$ cat config.mk
export PLATFORM = sky130hd
export DESIGN_NAME = bscan_chain
export DESIGN_NICKNAME = d
export VERILOG_FILES = /design/src/rtl/bscan_pkg.sv /design/src/rtl/bscan_rst_sync.sv /design/src/rtl/bscan_cell.sv /design/src/rtl/bscan_chain.sv
export SDC_FILE = /design/constraint.sdc
export NUM_CORES = 1
export LEC_CHECK = 0
export ABC_CLOCK_PERIOD_IN_PS = 2500
export CAP_MARGIN = 5
export CORE_ASPECT_RATIO = 1.4
export CORE_UTILIZATION = 44
export DETAILED_ROUTE_END_ITERATION = 16
export PLACE_DENSITY = 0.75
export SETUP_SLACK_MARGIN = 0.4
export SLEW_MARGIN = 30
export SYNTH_ARGS = -nofsm -noshare
export SYNTH_HDL_FRONTEND = slang
export SYNTH_SLANG_ARGS = --single-unit
$ cat constraint.sdc
create_clock -name tck -period 2.5 [get_ports tck]
set_clock_uncertainty 0.05 [all_clocks]
set_input_delay 0.625 -clock tck [delete_from_list [all_inputs] [get_ports tck]]
set_output_delay 0.625 -clock tck [all_outputs]
set_load 0.005 [all_outputs]
$ cat src/rtl/bscan_pkg.sv
package bscan_pkg;
  typedef struct packed {
    logic shift;
    logic capture;
    logic update;
  } bscan_ctrl_t;

  localparam int unsigned SYNC_STAGES = 2;
endpackage

$ cat src/rtl/bscan_rst_sync.sv
module bscan_rst_sync
  import bscan_pkg::*;
(
  input  logic clk,
  input  logic arst_n,
  output logic rst_n
);
  logic [SYNC_STAGES-1:0] sync_q;
  logic [SYNC_STAGES-1:0] sync_d;

  always_comb begin
    sync_d = {sync_q[SYNC_STAGES-2:0], 1'b1};
  end

  always_ff @(posedge clk or negedge arst_n) begin
    if (!arst_n) sync_q <= '0;
    else         sync_q <= sync_d;
  end

  assign rst_n = sync_q[SYNC_STAGES-1];

  // synchronized reset is low whenever the raw reset is low
  p_rst_follow_r8: assert property (@(posedge clk) !arst_n |-> !rst_n);
endmodule

$ cat src/rtl/bscan_cell.sv
module bscan_cell
  import bscan_pkg::*;
(
  input  logic        clk,
  input  logic        rst_n,
  input  bscan_ctrl_t ctrl,
  input  logic        ser_in,
  input  logic        func_in,
  input  logic        test_sel,
  output logic        ser_out,
  output logic        cell_out
);
  logic cap_q, cap_d, cap_en;
  logic upd_q;

  always_comb begin
    cap_en = ctrl.shift | ctrl.capture;
    cap_d  = ctrl.shift ? ser_in : func_in;
  end

  always_ff @(posedge clk or negedge rst_n) begin
    if (!rst_n)      cap_q <= 1'b0;
    else if (cap_en) cap_q <= cap_d;
  end

  always_ff @(negedge clk or negedge rst_n) begin
    if (!rst_n)           upd_q <= 1'b0;
    else if (ctrl.update) upd_q <= cap_q;
  end

  always_comb begin
    cell_out = test_sel ? upd_q : func_in;
  end

  assign ser_out = cap_q;

  p_shift_r2: assert property (@(posedge clk) disable iff (!rst_n)
    ctrl.shift |=> cap_q == $past(ser_in));
  p_capture_r4: assert property (@(posedge clk) disable iff (!rst_n)
    (ctrl.capture && !ctrl.shift) |=> cap_q == $past(func_in));
  p_priority_r9: assert property (@(posedge clk) disable iff (!rst_n)
    (ctrl.capture && ctrl.shift) |=> cap_q == $past(ser_in));
  p_hold_r3: assert property (@(posedge clk) disable iff (!rst_n)
    !ctrl.update |-> $stable(upd_q));
  p_update_r3: assert property (@(posedge clk) disable iff (!rst_n)
    (ctrl.update && $past(ctrl.update)) |-> upd_q == cap_q);
endmodule

$ cat src/rtl/bscan_chain.sv
module bscan_chain
  import bscan_pkg::*;
#(
  parameter int unsigned N_CELLS = 8
) (
  input  logic               tck,
  input  logic               trst_n,
  input  logic               scan_in,
  input  logic               shift_dr,
  input  logic               capture_dr,
  input  logic               update_dr,
  input  logic               mode_test,
  input  logic               mode_intest,
  input  logic [N_CELLS-1:0] cell_is_out,
  input  logic [N_CELLS-1:0] par_in,
  output logic [N_CELLS-1:0] par_out,
  output logic               scan_out
);
  localparam int unsigned LAST = N_CELLS - 1;

  logic              rst_n_sync;
  bscan_ctrl_t       ctrl;
  logic [N_CELLS:0]  ser_link;
  logic [LAST:0]     test_sel;

  bscan_rst_sync u_rst (
    .clk    (tck),
    .arst_n (trst_n),
    .rst_n  (rst_n_sync)
  );

  always_comb begin
    ctrl.shift   = shift_dr;
    ctrl.capture = capture_dr;
    ctrl.update  = update_dr;
  end

  assign ser_link[0] = scan_in;

  for (genvar i = 0; i < N_CELLS; i++) begin : g_cell
    always_comb begin
      test_sel[i] = rst_n_sync & mode_test & (cell_is_out[i] ^ mode_intest);
    end

    bscan_cell u_cell (
      .clk      (tck),
      .rst_n    (rst_n_sync),
      .ctrl     (ctrl),
      .ser_in   (ser_link[i]),
      .func_in  (par_in[i]),
      .test_sel (test_sel[i]),
      .ser_out  (ser_link[i+1]),
      .cell_out (par_out[i])
    );

    // input-side cells stay transparent in external test
    p_extest_pass_r5: assert property (@(posedge tck) disable iff (!rst_n_sync)
      (mode_test && !mode_intest && !cell_is_out[i]) |-> par_out[i] == par_in[i]);
    // output-side cells stay transparent in internal test
    p_intest_pass_r6: assert property (@(posedge tck) disable iff (!rst_n_sync)
      (mode_test && mode_intest && cell_is_out[i]) |-> par_out[i] == par_in[i]);
  end

  assign scan_out = ser_link[N_CELLS];

  p_normal_r1: assert property (@(posedge tck) disable iff (!rst_n_sync)
    !mode_test |-> par_out == par_in);
  p_reset_pass_r8: assert property (@(posedge tck)
    !rst_n_sync |-> par_out == par_in);
  p_scan_chain_r2: assert property (@(posedge tck) disable iff (!rst_n_sync)
    shift_dr |=> scan_out == $past(g_cell[LAST].u_cell.ser_in));
endmodule

# ---- Word-level counts from Yosys, hierarchy flattened
# Cells that the tools add are included.
dict set report totals {
  ff_bits 18
  inputBits 24
}
dict set report op_classes {
  mux 16
  bitwise_logic 18
}
# op n
set op_table {}
lappend op_table {{2-to-1 mux 1 bit} 16}
lappend op_table {{bitwise AND 1 bit} 9}
lappend op_table {{bitwise XOR 1 bit} 8}
lappend op_table {{OR 1 bit} 1}

# ---- Longest topological paths before layout
dict set report logic_depth {
  depth_word 3
  ltp_mapped 5
  mapped_depth_nobuf 3
}

# ---- By module
# From an unflattened synthesis, not the netlist that was laid out.
dict set report hier_totals {
  hier_cells 77
  area_unflattened_um2 929.6
}
# mod area_each_um2 instances cells_per_inst seq_area_each_um2
set modules_own_cells {}
lappend modules_own_cells {bscan_cell 95.1 8 7 50.0}
lappend modules_own_cells {bscan_chain 115.1 1 18 0.0}
lappend modules_own_cells {bscan_rst_sync 53.8 1 3 50.0}

==> results.ini <==
[outcome]
status=complete, but fails checks
violations=negative setup slack

[sta]
slew_viol_final=0
worst_slack_ns=-0.4650
slew_headroom=0.6598
tightest_slew_ns=0.5087
rsz0062_at_grt=yes
setup_viol=8
finalHoldViolCount=0

[yosys]
synthFlopType=dfrtp_1
synth_warnings=0
synth_top_area_share=0.2551
yosysTopAreaCell=dfrtp_1
post-synth-top-count-cell=dfrtp_1
seq_area_frac_synth=0.4592
ys_seq_elements=18
synth-async-reset-ratio=1.000
synth_cell_types=15
syn_area_per_cell_um2=11.15
synthCells=88
syn_nets=112
syn_area_um2=980.9
synth-edff-count=0
synth.area.top_cells=dfrtp_1 (26%), dfrtn_1 (20%), mux2_1 (9.2%), mux2_2 (9.2%), mux2i_1 (8.2%)

[placed_design]
io_buffers=32
gp_congestion=0.7130
detailed_place_hpwl_um=1488
dpl_cell_area_um2=1315

[clocking]
path_clk_slew_ns=0.09
htree_levels=1
cts_max_path_buffers=2
cts_tree=done
cts_root_buf=clkbuf_4
postCtsHoldBufs=0
cts_buffers=3
worstSkewPairLatency_ns=0.28
numClockSinks=18

[finish]
n_fill_cell=156
nets=146
diodes=0
final_core_util=0.7009
drive_gt1_frac=0.3167
multiInputGateArea_um2=505.5
area_growth_pct=44.39
regArea_um2=450.4
finalInstanceArea_um2=1416

[floorplan]
dieArea_um2=2425
start_util=0.4854
die_y_um=57.87
core_area_um2=2021
fp.dieW_um=41.91
io_pins=33
row_count=19

[detailed_routing]
num_vias=726
drc_errors=0
postRouteAntennaNets=0
drt-total-wl_um=2046
wire_per_inst_um=14.51
dr.pass1.iters=4
drt_iter0_markers=5
viasPerCell=5.149

[critical_path]
cp.depth=2
critPathMaxFanout=2
r2r_cells=1
required_ns=1.82
crit_type=reg2out
path_buf_inv=1
end_kind=output pin
crit_arrival_ns=2.29
path_cells=mux2_4 > buf_6
start_kind=flop
crit_slowest_cell=dfrtn_1
r2r_slack_ns=0.37
slowest_delay_ns=0.37
crit_family=flip-flops

[pwr]
power_frac_seq=0.505
p_comb_frac=0.305
internal-power_w=0.0005366
power.total_w=0.0007124
irDropWorstVdd_v=0.0003366
switching_share=0.2468
p_per_area_nw_per_um2=503.0
switchingPower_w=0.0001758
p_clk_frac=0.190
power.leakage_nw=0.6638

[global_route]
grtUsageTotal=0.1794
grt_pass1_vias=744
overflow=0
grt_pass1_wl_um=3291
grt_max_degree=17
grt_antenna_before_repair=0

[job]
maxCapViolCount=0

[hold_path]
worst_hold_path_type=reg2async

-- layer usage --
| metal | track usage | share of wire | vias up |
|---|---|---|---|
| li1 | - | - | 348 |
| met1 | 0.2057 | 0.39 | 353 |
| met2 | 0.3371 | 0.57 | 23 |
| met3 | 0.009346 | 0.035 | 2 |
| met4 | 0.08295 | 0.0064 | 0 |
| met5 | 0 | 0 | - |
-- stage by stage --
stage | setup TNS [ns] | setup slack [ns] | hold WS [ns] | std cells
2_1_floorplan | -0.8414 | -0.1052 | 0.1839 | 88
3_3_place_gp | -7.923 | -0.5452 | 0.2373 | 133
5_1_grt | -3.842 | -0.4966 | 0.2703 | 141
3_5_place_dp | -8.088 | -0.5642 | 0.2386 | 133
4_1_cts | -3.577 | -0.4550 | 0.2479 | 138
6_report | -3.534 | -0.4650 | 0.2415 | 141
-- power by group through the flow --
stage               Sequential (W)  Clock [W]  Combinational (W)
global route              0.000364   0.000154           0.000234
detailed placement        0.000363          0           0.000179
floorplan                 0.000358          0           0.000117
finish                    0.000360   0.000135           0.000217
global placement          0.000362          0           0.000174
CTS                       0.000359   0.000141           0.000204
-- state kept, by name, summed over array words and instances (netlist names) --
register and flops:
g_cell.u_cell.ser_out 8, g_cell.u_cell.upd_q 8, u_rst.sync_q 2
-- timing repair --
item,in CTS,in global routing
buffers inserted,2,3
setup endpoints to repair,16,16
gates resized for setup,51,1
endpoints found under the hold margin,0,0
-- path summary, 6_finish.rpt --
check / startpoint / end
setup / recovery: g_cell[0].u_cell.upd_q$_DFFE_NN0P_ / par_out[0]
hold / removal: u_rst.sync_q[1]$_DFF_PN0_ / g_cell[3].u_cell.ser_out$_DFFE_PN0P_
setup reg to reg: g_cell[4].u_cell.ser_out$_DFFE_PN0P_ / g_cell[4].u_cell.upd_q$_DFFE_NN0P_
hold reg to reg: u_rst.sync_q[1]$_DFF_PN0_ / g_cell[3].u_cell.ser_out$_DFFE_PN0P_
max in group asynchronous: u_rst.sync_q[1]$_DFF_PN0_ / g_cell[0].u_cell.upd_q$_DFFE_NN0P_
min in group tck: u_rst.sync_q[0]$_DFF_PN0_ / u_rst.sync_q[1]$_DFF_PN0_
-- cell families after synthesis --
group                     after synthesis  synth area share
muxes                                  24            0.2653
xor gates and xnor gates                8           0.07143
and+or+nand+nor                        17           0.07271
DFF                                    18            0.4592
buffers and inverters                  12           0.08673
other                                   1          0.003823
AOI/OAI and AO/OA                       8           0.04082
-- cells in the final DEF (no fill, tap or decap), types with 3 or more instances in the layout --
master and count:
buf_4 8, buf_6 9, clkbuf_4 3, clkdlybuf4s50_1 23, dfrtn_1 8, dfrtp_1 10, mux2_4 16, mux2i_1 8
nand2_1 8, nor2_1 8, o21ai_0 8, xnor2_1 8
-- layout make-up --
type | count | share of cell area
clock buffers | 3 | 0.01590
multi-input cells | 58 | 0.3569
flip-flops and latches | 18 | 0.3180
well taps | 21 | 0.01855
repair buffers | 41 | 0.2906
(Power assumes the default switching activity.)
